<file path="src/rtl/seqdiv_pkg.sv">
package seqdiv_pkg;
    typedef enum logic {
        PH_IDLE = 1'b0,
        PH_RUN  = 1'b1
    } seqdiv_phase_e;
endpackage

</file>
<file path="src/rtl/seqdiv_iter.sv">
// One restoring step: shift pair left, trial subtract, add back on negative.
module seqdiv_iter #(
    parameter int W = 8
) (
    input  logic [W:0]   a_i,
    input  logic [W-1:0] q_i,
    input  logic [W-1:0] m_i,
    output logic [W:0]   a_o,
    output logic [W-1:0] q_o
);
    logic [W:0] a_sh;
    logic [W:0] trial;
    logic [W:0] addback;
    logic       neg;

    always_comb begin
        a_sh    = {a_i[W-1:0], q_i[W-1]};
        trial   = a_sh - {1'b0, m_i};
        neg     = trial[W];
        addback = trial + {1'b0, m_i};
        a_o     = neg ? addback : trial;
        q_o     = {q_i[W-2:0], ~neg};
    end
endmodule

</file>
<file path="src/rtl/seqdiv_pace.sv">
// Iteration counter: flags the final step of a run.
module seqdiv_pace #(
    parameter int W = 8
) (
    input  logic clk,
    input  logic rst_n,
    input  logic load,
    input  logic step,
    output logic last
);
    localparam int CW = (W > 1) ? $clog2(W) : 1;
    localparam logic [CW-1:0] LAST_IDX = CW'(W - 1);

    logic [CW-1:0] cnt_d, cnt_q;

    always_comb begin
        cnt_d = cnt_q;
        if (load)
            cnt_d = '0;
        else if (step)
            cnt_d = cnt_q + 1'b1;
    end

    always_ff @(posedge clk or negedge rst_n) begin
        if (!rst_n)
            cnt_q <= '0;
        else
            cnt_q <= cnt_d;
    end

    assign last = (cnt_q == LAST_IDX);
endmodule

</file>
<file path="src/rtl/seqdiv_restore.sv">
module seqdiv_restore #(
    parameter int W = 8
) (
    input  logic         clk,
    input  logic         rst_n,
    input  logic         start,
    input  logic [W-1:0] dividend,
    input  logic [W-1:0] divisor,
    output logic [W-1:0] quotient,
    output logic [W-1:0] remainder,
    output logic         done,
    output logic         div_zero
);
    import seqdiv_pkg::*;

    typedef struct packed {
        logic [W:0]    a;
        logic [W-1:0]  q;
        logic [W-1:0]  m;
        seqdiv_phase_e ph;
        logic          done;
        logic          dz;
    } st_t;

    st_t st_d, st_q;

    logic         running;
    logic         accept;
    logic         last;
    logic [W:0]   a_nx;
    logic [W-1:0] q_nx;

    assign running = (st_q.ph == PH_RUN);
    assign accept  = start && !running;

    seqdiv_iter #(.W(W)) u_iter (
        .a_i (st_q.a),
        .q_i (st_q.q),
        .m_i (st_q.m),
        .a_o (a_nx),
        .q_o (q_nx)
    );

    seqdiv_pace #(.W(W)) u_pace (
        .clk   (clk),
        .rst_n (rst_n),
        .load  (accept),
        .step  (running),
        .last  (last)
    );

    always_comb begin
        st_d      = st_q;
        st_d.done = 1'b0;
        if (accept) begin
            if (divisor == '0) begin
                st_d.a    = {1'b0, dividend};
                st_d.q    = '1;
                st_d.m    = '0;
                st_d.dz   = 1'b1;
                st_d.done = 1'b1;
                st_d.ph   = PH_IDLE;
            end else begin
                st_d.a  = '0;
                st_d.q  = dividend;
                st_d.m  = divisor;
                st_d.dz = 1'b0;
                st_d.ph = PH_RUN;
            end
        end else if (running) begin
            st_d.a = a_nx;
            st_d.q = q_nx;
            if (last) begin
                st_d.ph   = PH_IDLE;
                st_d.done = 1'b1;
            end
        end
    end

    always_ff @(posedge clk or negedge rst_n) begin
        if (!rst_n)
            st_q <= '{a: '0, q: '0, m: '0, ph: PH_IDLE, done: 1'b0, dz: 1'b0};
        else
            st_q <= st_d;
    end

    assign quotient  = st_q.q;
    assign remainder = st_q.a[W-1:0];
    assign done      = st_q.done;
    assign div_zero  = st_q.dz;
endmodule

</file>
<file path="config.mk">
export PLATFORM = sky130hd
export DESIGN_NAME = seqdiv_restore
export DESIGN_NICKNAME = d
export VERILOG_FILES = /design/src/rtl/seqdiv_pkg.sv /design/src/rtl/seqdiv_iter.sv /design/src/rtl/seqdiv_pace.sv /design/src/rtl/seqdiv_restore.sv
export SDC_FILE = /design/constraint.sdc
export NUM_CORES = 1
export LEC_CHECK = 0
export BUFFER_PORTS_ARGS = -buffer_cell sky130_fd_sc_hd__buf_2
export CAP_MARGIN = 20
export CELL_PAD_IN_SITES_DETAIL_PLACEMENT = 1
export CELL_PAD_IN_SITES_GLOBAL_PLACEMENT = 1
export CORE_ASPECT_RATIO = 0.75
export CORE_MARGIN = 2
export CORE_UTILIZATION = 46
export DETAILED_ROUTE_END_ITERATION = 12
export PLACE_DENSITY_LB_ADDON = 0.1
export SYNTH_ARGS = -nofsm -noshare
export SYNTH_HDL_FRONTEND = slang
export SYNTH_SLANG_ARGS = --single-unit
export TNS_END_PERCENT = 1
</file>
<file path="constraint.sdc">
create_clock -name clk -period 7.56 [get_ports clk]
set_input_delay 0.756 -clock clk [delete_from_list [all_inputs] [get_ports clk]]
set_output_delay 0.756 -clock clk [all_outputs]
set_load 0.02 [all_outputs]
</file>
# [Word-level counts from Yosys, hierarchy flattened]
# Index checks and enable logic that the tools add are counted.
[totals] wordCells=26 ff_bits=30 out_inout_bits=18 inputBits=19
[op_classes] bitwise_logic=1 n_mux=10 addsub=3 n_eq_ne=1 n_reduce_logical=4
[op_table] operator="2-to-1 mux 16 bit" count=2
[op_table] operator="2-to-1 mux 25 bit" count=1
[op_table] operator="subtractor 9 x 8 -> 9 bit" count=1
[op_table] operator="adder 8 bit" count=1
[op_table] operator="logical NOT 8 bit" count=1
[op_table] operator="2-to-1 mux 8 bit" count=1
[op_table] operator="2-to-1 mux 2 bit" count=3
[op_table] operator="2-to-1 mux 3 bit" count=2
[op_table] operator="adder 3 x 1 -> 3 bit, second input constant" count=1
[op_table] operator="== test 3 bit, second input constant" count=1
[op_table] operator="nonzero test 2 bit" count=1
[op_table] operator="logical AND 1 bit" count=1
[op_table] operator="logical NOT 1 bit" count=1
[op_table] operator="2-to-1 mux 1 bit" count=1
[op_table] operator="inverter 1 bit" count=1

# [Longest topological paths before layout]
# Gate-level depths: netlist (run 1).
[depth] ltp_word=5 mapped_depth=15 depth_no_buf=15

# [Hierarchy]
# From an unflattened synthesis (run 1), not the netlist that was laid out.
[hier_totals] cells_unflattened=228 hier_area_um2=2242.2
[modules_own_cells] module="seqdiv_restore" seq_area_each_um2=700.7 cells_per_inst=116 n_inst=1 area_each_um2=1308.8
[modules_own_cells] module="seqdiv_iter" seq_area_each_um2=0.0 cells_per_inst=101 n_inst=1 area_each_um2=793.3
[modules_own_cells] module="seqdiv_pace" seq_area_each_um2=75.1 cells_per_inst=11 n_inst=1 area_each_um2=140.1

# [Worst setup path before layout (run 1)]
# Ideal clock, no wire load.
[synth_timing] kind="register to register" from="reg st_q (netlist bit quotient[7])" to="reg st_q (netlist bit remainder[7])" synth_period_minus_slack_ns=2.992 setup_ns=0.137 arrival_time_ns=2.855 setup_slack_ns=4.568 required_time_ns=7.423 path_stages_with_launch=16 n_path_buf=0 path_cell_list="dfrtp_1 -> inv_1 -> ha_1 -> inv_1 -> fa_1 -> a21o_2 -> a21oi_1 -> xnor2_1 -> ha_1 -> nand3_1 -> o211ai_1 -> o41ai_1 -> xnor2_1 -> nand2_1 -> xnor2_1 -> a21oi_1"
[synth_via] elab_chain_cells=5
[synth_lines] element="from (decl)" line_no="seqdiv_restore.sv:25" rtl="st_t st_d, st_q;"
[synth_lines] element="from (signal assigned)" line_no="seqdiv_restore.sv:82" rtl="st_q <= '{a: '0, q: '0, m: '0, ph: PH_IDLE, done: 1'b0, dz: 1'b0};"
[synth_lines] element="from (signal assigned)" line_no="seqdiv_restore.sv:84" rtl="st_q <= st_d;"
[synth_lines] element="subtractor 9 x 8 -> 9 bit *" line_no="seqdiv_iter.sv:18" rtl="trial = a_sh - {1'b0, m_i};"
[synth_lines] element="adder 8 bit" line_no="seqdiv_iter.sv:20" rtl="addback = trial + {1'b0, m_i};"
[synth_lines] element="2-to-1 mux 8 bit *" line_no="seqdiv_iter.sv:21" rtl="a_o = neg ? addback : trial;"
[synth_lines] element="2-to-1 mux 16 bit *" line_no="seqdiv_restore.sv:70" rtl="end else if (running) begin"
[synth_lines] element="2-to-1 mux 16 bit *" line_no="seqdiv_restore.sv:55" rtl="if (accept) begin"
# Mark *: on every way between the ends. The rest lies on a longest branch, timed or not. The select of a mux whose other input is x is not followed.
# A chain may end at the register's enable or synchronous reset.

# [Final worst setup path (run 1)]
# Ends and elaborated chain as after synthesis.

==> flow_summary.ini, run 1 <==
[setup_path]
r2r_cells = 15
worstPathArrival_ps = 3490
cp-start-kind = register
crit_path_top_delay_cell = fa_1
worstPathCellList = inv_1, ha_1, inv_1, fa_1, a21o_2, a21oi_1, xnor2_1, ha_1, nand3_1, o211ai_1, o41ai_1, xnor2_1, nand2_1, xnor2_1, a21oi_1
critical_path.max_stage_delay_ps = 470
cp.required_ps = 7680
crit_path_end_kind = register
path_delay_family = adder cells
crit_buf_inv = 2
crit_type = register to register
crit_path_frequent_cell = xnor2_1
crit_fanout = 5
worstReg2RegEnd = remainder[7]
r2r_setup_slack_ps = 4200
r2r-start = quotient[7]

[die]
design.die.area_um2 = 5240
core-area_um2 = 4470
die_h_um = 63.2
ios = 37
initial_core_util_pct = 48.1
die_w_um = 82.9
row_count = 21

[clock_network]
root_buffer = clkbuf_8
post-cts-setup-buffer-count = 0
max-clock-path-buffers = 2
clock_sinks = 30
cts-buffers-inserted = 5
clkSlewWorstSetupHoldPaths_ps = 70
htreeDepth = 2
cts_tree = yes
clk_latency_ps = 290
postCtsResizedCells = 0
postCtsHoldBufs = 0

[logic_synthesis]
synth_seq_area_share_pct = 35.0
ys_ff_latch = 30
synth_nets = 273
yosysTopAreaCell = dfrtp_1
syn_inst = 235
yosysWarningCount = 0
synthTopCellsByArea = dfrtp_1 35%, ha_1 9.9%, buf_4 5.9%
syn_area_um2 = 2150
yosysUniqueCellTypes = 40
avgSynthCellArea_um2 = 9.14
yosysTopAreaCellShare_pct = 35.0

[global_route]
grt_pass1_wl_um = 8450
antenna_found_initial = 0
grt_overflow = 0
grtUsageTotal_pct = 20.4
grt_max_degree = 35
grt_pass1_vias = 1670

[route]
drc = 0
wl_met1_um = 2570
ant_nets = 0
top_layer = met4
wl_per_cell_um = 16.0
met2_length_um = 2180
finalWirelength_um = 4990
num_vias = 1724
wl_met3_um = 192
post_drt_via_cell_ratio = 5.54
dr.pass1.iters = 4
drtIter0Drc = 77

[status]
status = finished, final reports clean

[sta]
fin_hold_ws_ps = 489
relSlewSlack_pct = 35.7
layout_min_cycle_time_ps = 3360
hold_viol = 0
worst-slew-pin-transition_ps = 965
worst_clock_skew_ps = 3.64
finalCritPeriodShare_pct = 44.5
rsz0062_at_grt = false
fin_setup_tns_ps = 0
slew_viol_final = 0
setup_violations = 0
max_freq_ghz = 0.297

[finish]
insertedDiodeCount = 0
fill_cells = 561
fin_area_um2 = 2320
drive_gt1_share_pct = 22.4
nNetsFinal = 291
syn2layout_area_growth_pct = 8.22

[place]
port_buffers = 36
place_area_um2 = 2230
hpwlAfterDp_um = 3710
place_congestion = 0.790

[hold_path]
holdCritStartpoint = u_pace.cnt_q[0]
min_to = u_pace.cnt_q[0]
hold_class = register to register
whs_path_depth = 1

[run]
drv_cap = 0
[area by class of cell]
type	instances	area [um2]	share of cell area (%)
flip-flops and latches	30	751	32.3
inverters	14	52.6	2.26
clock inverters	3	21.3	0.915
well taps	57	71.3	3.07
multi-input cells	166	1180	50.7
clock buffers	5	68.8	2.96
repair buffers	36	180	7.75
[placed cells by master (no fill, tap or decap), types with 2 or more instances in the layout]
cell type	netlist	layout
nand2_1	23	23
nor2b_1	9	9
clkbuf_8	0	5
nor2_1	18	18
dfrtp_1	30	30
o21a_1	2	2
nand2b_1	2	2
o211ai_1	2	2
mux2i_1	5	5
or4_1	2	2
buf_2	0	36
ha_1	17	17
o21ai_0	22	22
a311oi_1	6	6
a21oi_1	9	9
fa_1	2	2
mux2_2	8	8
inv_1	13	13
xnor2_1	12	12
nand3_1	6	6
nor3_1	2	2
a31oi_1	2	2
a22o_1	2	2
[per-stage QoR]
stage,cells,worst slack (ps),util (%)
after CTS,311,4160,52.0
after global placement,303,4330,50.0
after floorplan,235,4570,-
final,311,4200,52.0
after detailed placement,303,4220,50.0
after global routing,311,3950,52.0
[cell usage after synthesis]
library cell,instances
dfrtp_1,30
buf_4,17
xnor2_2,1
xnor2_1,12
xor2_1,1
a21o_1,1
o21ai_0,22
mux2_2,8
a31oi_1,2
a21o_2,1
o2111ai_1,1
a221oi_2,1
buf_6,1
a21oi_1,9
a311oi_1,6
fa_1,2
o41ai_1,1
o31ai_1,1
and3_1,1
nand2_1,23
nor3_1,2
nor2_2,1
inv_1,13
nor2b_1,9
nand2b_1,2
clkinv_1,1
o41a_1,1
ha_1,17
o22ai_1,1
a22o_1,2
a21boi_0,1
a21oi_2,1
clkbuf_1,7
mux2i_1,5
o21a_1,2
nor2_1,18
nand3_1,6
o211ai_1,2
nor3b_1,1
or4_1,2
[flip-flops by register name (all words and copies together) (netlist names)]
name          flops
div_zero          1
done              1
quotient          8
remainder         8
running           1
st_q              8
u_pace.cnt_q      3
[how the worst max path moves through the flow]
stage | startpoint | endpoint | slack, ps | cells past startpoint
floorplan | quotient[7] | remainder[7] | 4570 | 15
global placement | quotient[7] | remainder[7] | 4330 | 15
detailed placement | quotient[7] | remainder[7] | 4220 | 15
CTS | quotient[7] | remainder[7] | 4160 | 15
global route | quotient[7] | remainder[7] | 3950 | 15
finish | quotient[7] | remainder[7] | 4200 | 15
[logic make-up (layout without fill, tap and decap cells)]
kind of cell | Yosys count | after routing | synth area share, %
AO/OA/AOI/OAI | 55 | 55 | 16.7
XOR/XNOR | 14 | 14 | 6.06
adder cells (fa/ha/maj) | 19 | 19 | 11.8
buffers and inverters | 39 | 58 | 10.1
flip-flops | 30 | 30 | 35.0
multiplexers | 13 | 13 | 6.53
AND/OR/NAND/NOR | 65 | 65 | 13.9
[metal layers]
metal	vias to the layer above	GRT usage, %
li1	840	-
met1	838	30.5
met2	41	30.4
met3	5	3.67
met4	0	4.92
met5	-	0
Power of run 1 is not shown: default switching activity piles up to over one toggle a cycle in this logic, so the estimate is an artifact.
==> run 2, diff against run 1 <==
--- a/config.mk
+++ b/config.mk
@@ -11,7 +11,7 @@
 export CELL_PAD_IN_SITES_GLOBAL_PLACEMENT = 1
 export CORE_ASPECT_RATIO = 0.75
 export CORE_MARGIN = 2
-export CORE_UTILIZATION = 46
+export CORE_UTILIZATION = 38
 export DETAILED_ROUTE_END_ITERATION = 12
 export PLACE_DENSITY_LB_ADDON = 0.1
 export SYNTH_ARGS = -nofsm -noshare
==> constraint.sdc (replaced) <==
create_clock -name clk -period 2.8 [get_ports clk]
set_input_delay 0.28 -clock clk [delete_from_list [all_inputs] [get_ports clk]]
set_output_delay 0.28 -clock clk [all_outputs]
set_load 0.02 [all_outputs]
==> flow_summary.ini, run 2 (synthesized netlist as in run 1, its figures left out) <==
[status]
status = finished with violations
violations = setup timing

[run]
drv_cap = 0

[sta]
finalCritPeriodShare_pct = 110
worst_clock_skew_ps = 10.0
layout_setup_ws_ps = -290
rsz0062_at_grt = true
worst-slew-pin-transition_ps = 719
hold_viol = 0
slew_viol_final = 0
relSlewSlack_pct = 52.1
setup_violations = 4
layout_min_cycle_time_ps = 3090
max_freq_ghz = 0.324

[place]
place_congestion = 0.816
hpwlAfterDp_um = 4180
port_buffers = 36

[global_route]
grt_overflow = 0
grt_pass1_wl_um = 9340
grt_max_degree = 34
grtUsageTotal_pct = 18.7
grt_pass1_vias = 1808
antenna_found_initial = 0

[die]
ios = 37
row_count = 23
die_w_um = 90.8
design.die.area_um2 = 6270
die_h_um = 69.1
core-area_um2 = 5410
initial_core_util_pct = 39.7

[finish]
syn2layout_area_growth_pct = 17.5
nNetsFinal = 311
drive_gt1_share_pct = 30.0
finish.utilization_pct = 46.6
insertedDiodeCount = 0
layout_commonest_cell = buf_2
final_cell_mix = 36 x buf_2, 30 x dfrtp_1, 23 x nand2_1
fill_cells = 675

[clock_network]
htreeDepth = 2
postCtsHoldBufs = 0
max-clock-path-buffers = 2
root_buffer = clkbuf_8
cts-buffers-inserted = 5
clkSlewWorstSetupHoldPaths_ps = 80
cts_tree = yes
clk_latency_ps = 280
clock_sinks = 30

[route]
wl_per_cell_um = 16.0
finalWirelength_um = 5550
post_drt_via_cell_ratio = 5.10
drc = 0
num_vias = 1776
drtIter0Drc = 63
dr.pass1.iters = 4
ant_nets = 0

[setup_path]
crit_type = register to register
crit_path_end_kind = register
worstPathArrival_ps = 3240
crit_fanout = 4
r2r_cells = 15
cp.required_ps = 2950
cp-start-kind = register

[hold_path]
hold_class = input port to async pin
run 2: cell types whose count changed in the layout (fill, tap and decap cells not counted), sizes merged:
cell      delta
clkinvlp     -1
buf         +20
run 2: final cells by class:
type	count	area, um2	share of cell area [%]
multi-input combinational	166	1220	48.2
sequential	30	751	29.8
timing repair buffer	56	330	13.1
tap	75	93.8	3.72
clock buffer	5	68.8	2.73
inverter	14	52.6	2.08
clock inverter	2	10.0	0.397
run 2: through the flow:
step	cells	setup slack (ps)	setup TNS [ps]	hold WS (ps)	instance area, um2
after floorplan	235	-41.5	-41.5	-15.6	2160
after global placement	338	-84.5	-84.5	386	2400
after detailed placement	338	-253	-397	377	2400
after CTS	345	-258	-389	71.3	2480
after global routing	348	-463	-1570	98.0	2520
final	348	-290	-505	51.9	2520
run 2: critical path, cell delays in order, from the launching register on:
cell	delay (ps)
dfrtp_1	380
inv_1	70
ha_2	190
inv_2	40
fa_2	360
a21o_4	250
a21oi_4	140
xnor2_2	90
ha_1	340
nand3_1	80
o211ai_1	150
o41ai_2	380
xnor2_1	170
nand2_1	80
xnor2_1	150
a21oi_1	80
run 2: worst paths after layout:
check / slack [ps] / startpoint / to
worst max-delay path: -290 / quotient[7] / remainder[7]
worst max register to register: -290 / quotient[7] / remainder[7]
max in group asynchronous: 2280 / rst_n / remainder[6]
worst min register to register: 490 / div_zero / div_zero
worst min-delay path: 50 / rst_n / u_pace.cnt_q[0]
min in group clk: 240 / divisor[3] / st_q[6]
run 2: timing repair:
action / CTS / global route
cloned: 0 / 0
gates resized for setup: 1 / 4
endpoints found under the setup margin: 3 / 7
buffers inserted: 0 / 3
pin swaps: 0 / 13
run 2: routing by layer:
metal  track usage, %  vias up  part of all wire [%]
met5                0        -                     0
met4             3.03        0                  0.23
met3             3.50        2                   3.0
met2             28.0       28                    45
met1             28.6      867                    51
li1                 -      879                     -
Power of run 2 is left out for the same reason.
